<file path="src/rtl/alu_flag_pkg.sv">
package alu_flag_pkg;

    localparam int DATA_W = 8;
    localparam int WORD_W = 2 * DATA_W;
    localparam int IMM_W  = 6;
    localparam int OP_W   = 4;
    localparam int NIB_W  = 4;

    // status bit positions (bit order is visible to software)
    localparam int FB_C = 0;
    localparam int FB_Z = 1;
    localparam int FB_N = 2;
    localparam int FB_V = 3;
    localparam int FB_S = 4;
    localparam int FB_H = 5;
    localparam int FB_T = 6;
    localparam int FB_I = 7;

    typedef enum logic [OP_W-1:0] {
        OP_ADD  = 4'd0,
        OP_ADC  = 4'd1,
        OP_SUB  = 4'd2,
        OP_SBC  = 4'd3,
        OP_AND  = 4'd4,
        OP_OR   = 4'd5,
        OP_XOR  = 4'd6,
        OP_COM  = 4'd7,
        OP_NEG  = 4'd8,
        OP_INC  = 4'd9,
        OP_DEC  = 4'd10,
        OP_SER  = 4'd11,
        OP_WADD = 4'd12,
        OP_WSUB = 4'd13
    } alu_op_e;

    typedef enum logic {
        WS_IDLE = 1'b0,
        WS_HIGH = 1'b1
    } word_state_e;

    // which status bits each operation is allowed to write
    function automatic logic [7:0] flag_mask(input logic [OP_W-1:0] op);
        logic [7:0] m;
        m = 8'h00;
        case (op)
            OP_ADD, OP_ADC, OP_SUB, OP_SBC, OP_NEG:
                m = (8'd1 << FB_H) | (8'd1 << FB_S) | (8'd1 << FB_V) |
                    (8'd1 << FB_N) | (8'd1 << FB_Z) | (8'd1 << FB_C);
            OP_AND, OP_OR, OP_XOR, OP_INC, OP_DEC:
                m = (8'd1 << FB_S) | (8'd1 << FB_V) | (8'd1 << FB_N) |
                    (8'd1 << FB_Z);
            OP_COM, OP_WADD, OP_WSUB:
                m = (8'd1 << FB_S) | (8'd1 << FB_V) | (8'd1 << FB_N) |
                    (8'd1 << FB_Z) | (8'd1 << FB_C);
            default: m = 8'h00;
        endcase
        return m;
    endfunction

    function automatic logic is_word_op(input logic [OP_W-1:0] op);
        return (op == OP_WADD) || (op == OP_WSUB);
    endfunction

endpackage

</file>
<file path="src/rtl/byte_alu.sv">
module byte_alu
    import alu_flag_pkg::*;
#(
    parameter int DW = DATA_W
) (
    input  logic [OP_W-1:0] op,
    input  logic [DW-1:0]   a,
    input  logic [DW-1:0]   b,
    input  logic            cin,
    input  logic            zin,
    output logic [DW-1:0]   res,
    output logic [7:0]      cand
);

    localparam int MSB = DW - 1;

    logic [DW:0]      wide;
    logic [NIB_W:0]   nib;
    logic [DW-1:0]    x_op;
    logic [DW-1:0]    y_op;
    logic             cy;
    logic             f_c, f_h, f_v, f_z;

    always_comb begin
        wide = '0;
        nib  = '0;
        x_op = a;
        y_op = b;
        cy   = 1'b0;
        res  = '0;
        f_c  = 1'b0;
        f_h  = 1'b0;
        f_v  = 1'b0;
        case (op)
            OP_ADD, OP_ADC: begin
                cy   = (op == OP_ADC) ? cin : 1'b0;
                wide = {1'b0, a} + {1'b0, b} + {{DW{1'b0}}, cy};
                nib  = {1'b0, a[NIB_W-1:0]} + {1'b0, b[NIB_W-1:0]} + {{NIB_W{1'b0}}, cy};
                res  = wide[DW-1:0];
                f_c  = wide[DW];
                f_h  = nib[NIB_W];
                f_v  = (a[MSB] == b[MSB]) && (res[MSB] != a[MSB]);
            end
            OP_SUB, OP_SBC, OP_NEG: begin
                x_op = (op == OP_NEG) ? '0 : a;
                y_op = (op == OP_NEG) ? a  : b;
                cy   = (op == OP_SBC) ? cin : 1'b0;
                wide = {1'b0, x_op} - {1'b0, y_op} - {{DW{1'b0}}, cy};
                nib  = {1'b0, x_op[NIB_W-1:0]} - {1'b0, y_op[NIB_W-1:0]} - {{NIB_W{1'b0}}, cy};
                res  = wide[DW-1:0];
                f_c  = wide[DW];
                f_h  = nib[NIB_W];
                f_v  = (x_op[MSB] != y_op[MSB]) && (res[MSB] != x_op[MSB]);
            end
            OP_AND: res = a & b;
            OP_OR:  res = a | b;
            OP_XOR: res = a ^ b;
            OP_COM: begin
                res = ~a;
                f_c = 1'b1;
            end
            OP_INC: begin
                res = a + 1'b1;
                f_v = (a == {1'b0, {(DW-1){1'b1}}});
            end
            OP_DEC: begin
                res = a - 1'b1;
                f_v = (a == {1'b1, {(DW-1){1'b0}}});
            end
            OP_SER: res = '1;
            default: res = '0;
        endcase
        // chained compare: a zero byte cannot set Z, only keep it
        f_z = (op == OP_SBC) ? ((res == '0) && zin) : (res == '0);
        cand = '0;
        cand[FB_C] = f_c;
        cand[FB_Z] = f_z;
        cand[FB_N] = res[MSB];
        cand[FB_V] = f_v;
        cand[FB_S] = res[MSB] ^ f_v;
        cand[FB_H] = f_h;
    end

endmodule

</file>
<file path="src/rtl/word_step.sv">
module word_step
    import alu_flag_pkg::*;
#(
    parameter int DW = DATA_W,
    parameter int IW = IMM_W
) (
    input  logic            clk,
    input  logic            rst_n,
    input  logic            start,
    input  logic            sub,
    input  logic [2*DW-1:0] word_in,
    input  logic [IW-1:0]   imm,
    output logic            busy,
    output logic            done,
    output logic [2*DW-1:0] word_q,
    output logic [7:0]      wflags
);

    localparam int MSB = DW - 1;

    word_state_e     state_q, state_d;
    logic [DW-1:0]   lo_q;
    logic [DW-1:0]   hi_op_q;
    logic            cy_q;
    logic            sub_q;
    logic [DW:0]     lo_sum;
    logic [DW-1:0]   hi_sum;
    logic [DW:0]     imm_ext;

    assign imm_ext = {{(DW+1-IW){1'b0}}, imm};
    assign lo_sum  = sub ? ({1'b0, word_in[DW-1:0]} - imm_ext)
                         : ({1'b0, word_in[DW-1:0]} + imm_ext);
    assign hi_sum  = sub_q ? (hi_op_q - {{(DW-1){1'b0}}, cy_q})
                           : (hi_op_q + {{(DW-1){1'b0}}, cy_q});

    // state register
    always_ff @(posedge clk or negedge rst_n) begin
        if (!rst_n) state_q <= WS_IDLE;
        else        state_q <= state_d;
    end

    always_comb begin
        state_d = state_q;
        unique case (state_q)
            WS_IDLE: if (start) state_d = WS_HIGH;
            WS_HIGH: state_d = WS_IDLE;
        endcase
    end

    // datapath and outputs
    always_ff @(posedge clk or negedge rst_n) begin
        if (!rst_n) begin
            lo_q    <= '0;
            hi_op_q <= '0;
            cy_q    <= 1'b0;
            sub_q   <= 1'b0;
            word_q  <= '0;
        end else begin
            unique case (state_q)
                WS_IDLE: if (start) begin
                    lo_q    <= lo_sum[DW-1:0];
                    cy_q    <= lo_sum[DW];
                    hi_op_q <= word_in[2*DW-1:DW];
                    sub_q   <= sub;
                end
                WS_HIGH: word_q <= {hi_sum, lo_q};
            endcase
        end
    end

    assign busy = (state_q == WS_HIGH);
    assign done = busy;

    always_comb begin
        wflags = '0;
        wflags[FB_Z] = ({hi_sum, lo_q} == '0);
        wflags[FB_N] = hi_sum[MSB];
        wflags[FB_V] = sub_q ? (hi_op_q[MSB] & ~hi_sum[MSB]) : (~hi_op_q[MSB] & hi_sum[MSB]);
        wflags[FB_C] = sub_q ? (~hi_op_q[MSB] & hi_sum[MSB]) : (hi_op_q[MSB] & ~hi_sum[MSB]);
        wflags[FB_S] = wflags[FB_N] ^ wflags[FB_V];
    end


    word_start_chk: assert property (@(posedge clk) disable iff (!rst_n)
        (start && !busy) |=> busy);

    word_finish_chk: assert property (@(posedge clk) disable iff (!rst_n)
        busy |=> !busy);

endmodule

</file>
<file path="src/rtl/flag_alu_unit.sv">
module flag_alu_unit
    import alu_flag_pkg::*;
#(
    parameter int DW = DATA_W,
    parameter int IW = IMM_W
) (
    input  logic            clk,
    input  logic            rst_n,
    input  logic            op_valid,
    input  logic [OP_W-1:0] op_code,
    input  logic [DW-1:0]   opnd_a,
    input  logic [DW-1:0]   opnd_b,
    input  logic [2*DW-1:0] word_in,
    input  logic [IW-1:0]   imm_in,
    output logic [DW-1:0]   result,
    output logic [2*DW-1:0] word_result,
    output logic            busy,
    output logic [7:0]      status_nxt,
    output logic [7:0]      status_q
);

    localparam logic [7:0] WORD_MASK = flag_mask(OP_WADD);

    logic       is_word;
    logic       byte_we;
    logic       word_go;
    logic       word_done;
    logic [7:0] byte_cand;
    logic [7:0] word_cand;
    logic [7:0] byte_mask;

    assign is_word   = is_word_op(op_code);
    assign byte_we   = op_valid && !busy && !is_word;
    assign word_go   = op_valid && !busy && is_word;
    assign byte_mask = flag_mask(op_code);

    byte_alu #(.DW(DW)) u_alu (
        .op   (op_code),
        .a    (opnd_a),
        .b    (opnd_b),
        .cin  (status_q[FB_C]),
        .zin  (status_q[FB_Z]),
        .res  (result),
        .cand (byte_cand)
    );

    word_step #(.DW(DW), .IW(IW)) u_word (
        .clk     (clk),
        .rst_n   (rst_n),
        .start   (word_go),
        .sub     (op_code == OP_WSUB),
        .word_in (word_in),
        .imm     (imm_in),
        .busy    (busy),
        .done    (word_done),
        .word_q  (word_result),
        .wflags  (word_cand)
    );

    always_comb begin
        if (word_done)
            status_nxt = (word_cand & WORD_MASK) | (status_q & ~WORD_MASK);
        else if (byte_we)
            status_nxt = (byte_cand & byte_mask) | (status_q & ~byte_mask);
        else
            status_nxt = status_q;
    end

    always_ff @(posedge clk or negedge rst_n) begin
        if (!rst_n) status_q <= '0;
        else        status_q <= status_nxt;
    end


    ser_hold_chk: assert property (@(posedge clk) disable iff (!rst_n)
        (byte_we && op_code == OP_SER) |=> $stable(status_q));

    incdec_carry_chk: assert property (@(posedge clk) disable iff (!rst_n)
        (byte_we && (op_code == OP_INC || op_code == OP_DEC))
        |=> (status_q[FB_C] == $past(status_q[FB_C])) && (status_q[FB_H] == $past(status_q[FB_H])));

    com_carry_chk: assert property (@(posedge clk) disable iff (!rst_n)
        (byte_we && op_code == OP_COM) |=> status_q[FB_C]);

    sign_rel_chk: assert property (@(posedge clk) disable iff (!rst_n)
        status_q[FB_S] == (status_q[FB_N] ^ status_q[FB_V]));

    busy_ignore_chk: assert property (@(posedge clk) disable iff (!rst_n)
        (busy && op_valid && !is_word) |=> (status_q[FB_H] == $past(status_q[FB_H])));

endmodule

</file>
<file path="config.mk">
export PLATFORM = sky130hd
export DESIGN_NAME = flag_alu_unit
export DESIGN_NICKNAME = d
export VERILOG_FILES = /design/src/rtl/alu_flag_pkg.sv /design/src/rtl/byte_alu.sv /design/src/rtl/word_step.sv /design/src/rtl/flag_alu_unit.sv
export SDC_FILE = /design/constraint.sdc
export NUM_CORES = 1
export LEC_CHECK = 0
export ABC_CLOCK_PERIOD_IN_PS = 9100
export BUFFER_PORTS_ARGS = -buffer_cell sky130_fd_sc_hd__buf_2
export CAP_MARGIN = 20
export CORE_MARGIN = 2
export CORE_UTILIZATION = 45
export DETAILED_ROUTE_END_ITERATION = 8
export GPL_ROUTABILITY_DRIVEN = 0
export MAX_ROUTING_LAYER = met4
export PLACE_DENSITY = 0.63
export SYNTH_ARGS = -nofsm -noshare
export SYNTH_HDL_FRONTEND = slang
export SYNTH_SLANG_ARGS = --single-unit
</file>
<file path="constraint.sdc">
create_clock -name clk -period 9.1 [get_ports clk]
set_input_delay 1.82 -clock clk [delete_from_list [all_inputs] [get_ports clk]]
set_output_delay 1.82 -clock clk [all_outputs]
set_load 0.005 [all_outputs]
</file>
# Word level (Yosys, flattened, before mapping)
# Memory sizes are Yosys's and may differ from the RTL's.
# Index checks and enable logic that the tools add are counted.
# totals
out_inout_bits	41
mem_bits_ro	96
register_bits	43
inputBits	45
memories	1
wordCells	89
# op_classes
bitwise	16
n_mux	17
n_eq_ne	19
n_reduce_logical	15
n_addsub	14
# mem_list
name	words	width	rd	rd_clocked_by_memory_dff	write_ports	line_no	source
(no name shown)	16	6	1	0	0	alu_flag_pkg.sv:45	case (op)
# ops
op	n
$pmux 8 s9	1
$mux 8	5
$eq 4x4->1 const B	6
$and 8x8->8	2
$eq 4x3->1 const B	4
$logic_not 16->1	1
$not 8->8	2
$or 8x8->8	2
$add 8x6->9	1
$add 8x8->9	1
$add 9x1->9	1
$mux 9	1
$sub 8x6->9	1
$sub 8x8->9	1
$sub 9x1->9	1
$add 8x1->8	1
$add 8x1->8 const B	1
$and 6x8->8	1
$eq 4x2->1 const B	2
$eq 8x7->1 const B	1
$eq 8x8->1 const B	1
$logic_not 8->1	1
$or 5x8->8	1
$sub 8x1->8	1
23 further kinds	41

# Logic depth before layout (Yosys ltp)
# logic_depth
depth_word	12
mapped_depth	17
ltp_nobuf	14

# Cells and area by module
# A second synthesis with hierarchy kept.
# hier_totals
cells_unflattened	611
hier_area_um2	4875.9
# by_module_without_submodules
module	area_each_um2	cells_each	n_inst	seq_area_each_um2
byte_alu	2255.9	340	1	0.0
word_step	2192.1	224	1	875.8
flag_alu_unit	427.9	47	1	150.1

# Worst setup path after synthesis
# No wires, ideal clock.
# synth_timing
kind	input to output
start	input op_code[0]
end	output status_nxt[1]
t_arrival_ns	5.216
setup_slack_ns	2.064
required_ns	7.280
path_buffers	3
cell_stages	15
path_cell_list	buf_6 or4b_4 buf_6 clkbuf_1 o21ai_0 fa_1 inv_1 fa_1 nand2b_1 a2111oi_0 nor2_1 xnor2_1 a221oi_1 nand4bb_1 o211ai_1
# synth_between
elab_chain_len	12
elab_cells_between_ends	37
classes_between	3 x add/sub; 13 x eq/ne; 8 x mux; 4 x bitwise; 8 x reduce/logical; 1 x memory
# synth_rtl
item	line_no	source
start, declared	flag_alu_unit.sv:10	input logic [OP_W-1:0] op_code,
$eq 4x4->1	byte_alu.sv:34, byte_alu.sv:45, byte_alu.sv:46	
$mux 8, on equally long branches	byte_alu.sv:45, byte_alu.sv:46	
$sub 8x8->9	byte_alu.sv:48	wide = {1'b0, x_op} - {1'b0, y_op} - {{DW{1'b0}}, cy};
$sub 9x1->9	byte_alu.sv:48	
$pmux 8 s9	byte_alu.sv:34	case (op)
$logic_not 8->1	byte_alu.sv:74	f_z = (op == OP_SBC) ? ((res == '0) && zin) : (res == '0);
$logic_and 1x1->1	byte_alu.sv:74	
$mux 1	byte_alu.sv:74	
$and 6x8->8	flag_alu_unit.sv:64	status_nxt = (byte_cand & byte_mask) | (status_q & ~byte_mask);
$or 8x8->8	flag_alu_unit.sv:64	
$mux 8 (*)	flag_alu_unit.sv:63	else if (byte_we)
$mux 8 (*)	flag_alu_unit.sv:61	if (word_done)
end, declared	flag_alu_unit.sv:18	output logic [7:0] status_nxt,
# Every way passes the cells marked *; elsewhere a longest branch is shown, timed or not.

# Worst setup path in the final report
# layout_timing
start	input op_code[1]
end	output status_nxt[1]
# The elaborated chain is that of the path after synthesis.

==> run_results.csv <==
group,metric,value,unit
placement,hpwl,9.411,mm
die,io_pins,86,
drt,routedWlPerCell,15.59,um
worst_hold_path,whs_path_depth,1,
clocking,tritoncts,"built",
finish,mostFrequentLayoutCells,"buf_2, nand2_1, inv_1",
die,rows,36,
clocking,clk_pin_slew,90,ps
timing,period_share,87.93,%
timing,fmax,125.0,MHz
logic_synthesis,yosys.cell_types.count,65,
logic_synthesis,netlist_area,4494,um2
logic_synthesis,ys_seq_area_share,22.83,%
drt,ant_nets,0,
grt,grt_overflow_total,0,
status,outcome,"finished clean",
grt,grt_max_degree,42,
clocking,clock_path_buffers,2,
setup_path,worstSetupPathType,"in2out",
die,initial_core_util,46.19,%
grt,grt_pass1_vias,3892,
die,core,9729,um2
setup_path,crit_fanout,32,
timing,clock_skew,10.30,ps
clocking,clock_latency,300,ps
timing,final.setup.tns,0,ps
finish,area_growth,12.17,%
logic_synthesis,synth_enable_flop_cells,0,
grt,antenna_found_initial,0,
die,die-area,10800,um2
timing,period_minus_slack,8002,ps
clocking,htreeDepth,2,
finish,final_area,5041,um2
clocking,cts_resized,0,
pwr,total_power,0.8038,mW
drt,first_pass_iters,4,
drt,wirelength,11.63,mm
pwr,irDropWorstVdd,0.08523,mV
setup_path,rr_worst_depth,12,
die,fp.dieH,103.9,um
logic_synthesis,ys.flop_type,"dfrtp_1",
setup_path,cp.arrival,6180,ps
grt,track_usage,22.21,%
timing,hold_slack,507.9,ps
setup_path,crit_path_end_kind,"primary output",
clocking,cts_inserted_buffers,5,
logic_synthesis,synthCells,548,
job,maxCapViolCount,0,
worst_hold_path,hold_path.class,"reg2reg",
setup_path,cpPeakStageDelay,940,ps
finish,antennaDiodeCount,0,
pwr,cellPowerDensity,159.4,nW/um2
placement,placed_area,4943,um2
pwr,leakage,2.531,nW
drt,vias_per_cell,5.503,
grt,grt_pass1_wl,19.26,mm
logic_synthesis,yosys_warnings,0,
drt,drt_iter0_markers,262,
logic_synthesis,synth.avg_cell_area,8.201,um2
logic_synthesis,synth_seq_cells,41,
setup_path,cp-start-kind,"primary input",
setup_path,path_cells,"buf_2, or4b_4, o21ai_0, fa_1, inv_1, fa_1, nand2b_1, a2111oi_0, nor2_1, xnor2_1, a221oi_1, nand4bb_1, o211ai_1, buf_2",
timing,rsz0062_at_grt,"no",
timing,max_slew_margin,27.70,%
setup_path,critPathRequiredTime,7280,ps
logic_synthesis,async_reset_ff_share,100.0,%
clocking,cts-hold-fix-buffers,0,
timing,hold_viol_final,0,
clocking,cts_setup_buffers,0,
clocking,clockRootBuffer,"clkbuf_8",
setup_path,cp_slowest_cell,"a2111oi_0",
die,die_w,103.9,um
drt,vias,4105,
timing,setup_viol,0,
finish,mostFrequentLayoutCell,"buf_2",
drt,drc,0,
finish,drive_gt1_share,18.60,%
finish,nets,714,
clocking,numClockSinks,41,
timing,finalMaxSlewViolations,0,
timing,max_slew.worst_pin.slew,1057,ps
placement,port_buffers,81,
-- sequential cells by signal, summed over array words and instances, names as in the netlist --
name            flops
u_word.busy         1
u_word.sub_q        1
u_word.cy_q         1
u_word.word_q      16
u_word.lo_q         8
status_q            6
u_word.hi_op_q      8
-- metal layers --
metal	vias to the layer above	wire length, um	track usage [%]
li1	2035	-	-
met1	1925	5556	31.42
met2	135	5234	34.21
met3	10	734	3.697
met4	0	106	3.475
met5	-	0	-
-- synthesized netlist by cell type (5+ instances only) --
| cell type | number | area share [%] |
|---|---|---|
| nand2_1 | 66 | 5.5 |
| inv_1 | 59 | 4.9 |
| ha_1 | 50 | 14 |
| dfrtp_1 | 41 | 23 |
| o21ai_0 | 35 | 3.9 |
| a21oi_1 | 32 | 3.6 |
| xnor2_1 | 27 | 5.3 |
| nor2_1 | 24 | 2.0 |
| clkbuf_1 | 15 | 1.3 |
| nor3_1 | 14 | 1.6 |
| mux2i_1 | 13 | 2.9 |
| nand3_1 | 13 | 1.4 |
| mux2_2 | 12 | 3.0 |
| xor2_1 | 10 | 1.9 |
| a21o_1 | 9 | 1.5 |
| a31oi_1 | 7 | 0.97 |
| fa_1 | 7 | 3.1 |
| o31ai_1 | 7 | 1.2 |
| buf_4 | 6 | 1.0 |
| nand2b_1 | 6 | 0.84 |
| nor2b_1 | 5 | 0.70 |
| o21a_1 | 5 | 0.84 |
| o21bai_1 | 5 | 0.84 |
| or3_1 | 5 | 0.70 |
-- area by class of cell --
cell class                 count  area, um2
clock buffer                   5      68.82
clock inverter                 3      28.78
fill                         979       4688
inverter                      59      221.5
multi-input combinational    422       3109
sequential                    41       1026
tap                          133      166.4
timing repair buffer          83      420.4
-- critical path, delay by kind of cell --
family          cells  cell delay, ps
buf+inv             3             530
simple gates        4            1230
compound gates      4            1770
fa+ha+maj           2             650
xor+xnor            1             180
-- cells by family (layout without fill, tap and decap cells) --
group | after synthesis | after routing | synth area share [%]
adder cells (fa/ha/maj) | 58 | 58 | 17.26
flip-flops | 41 | 41 | 22.83
AND/OR/NAND/NOR | 161 | 161 | 17.65
XOR/XNOR | 37 | 37 | 7.210
buffers and inverters | 88 | 150 | 8.240
multiplexers | 27 | 27 | 6.904
other | 1 | 4 | 0.08344
AO/OA/AOI/OAI | 135 | 135 | 19.82
-- path summary, 6_finish.rpt --
path / startpoint / endpoint / slack [ps]
worst max-delay path: op_code[1] / status_nxt[1] / 1100
worst min-delay path: u_word.word_q[11] / u_word.word_q[11] / 510
worst max register to register: status_q[0] / status_q[1] / 5510
worst min register to register: u_word.word_q[11] / u_word.word_q[11] / 510
max in group asynchronous: rst_n / u_word.lo_q[3] / 6890
min in group asynchronous: rst_n / u_word.word_q[7] / 1640
-- stage by stage --
stage | std cells | setup WS (ps) | util (%)
detailed placement | 738 | 1311 | 50.81
global route | 746 | 994.1 | 51.81
CTS | 746 | 1299 | 51.81
floorplan | 551 | 2064 | -
finish | 746 | 1098 | 51.81
global placement | 738 | 1375 | 50.81
-- power by group --
part           switching [mW]  total (mW)  internal (mW)  leakage [nW]
Clock                  0.0730       0.131         0.0579        0.0511
Sequential             0.0365       0.274          0.238         0.514
Combinational           0.213       0.399          0.186          1.97
Total                   0.322       0.804          0.481          2.53
No activity file was read; power rests on OpenSTA's default activity.
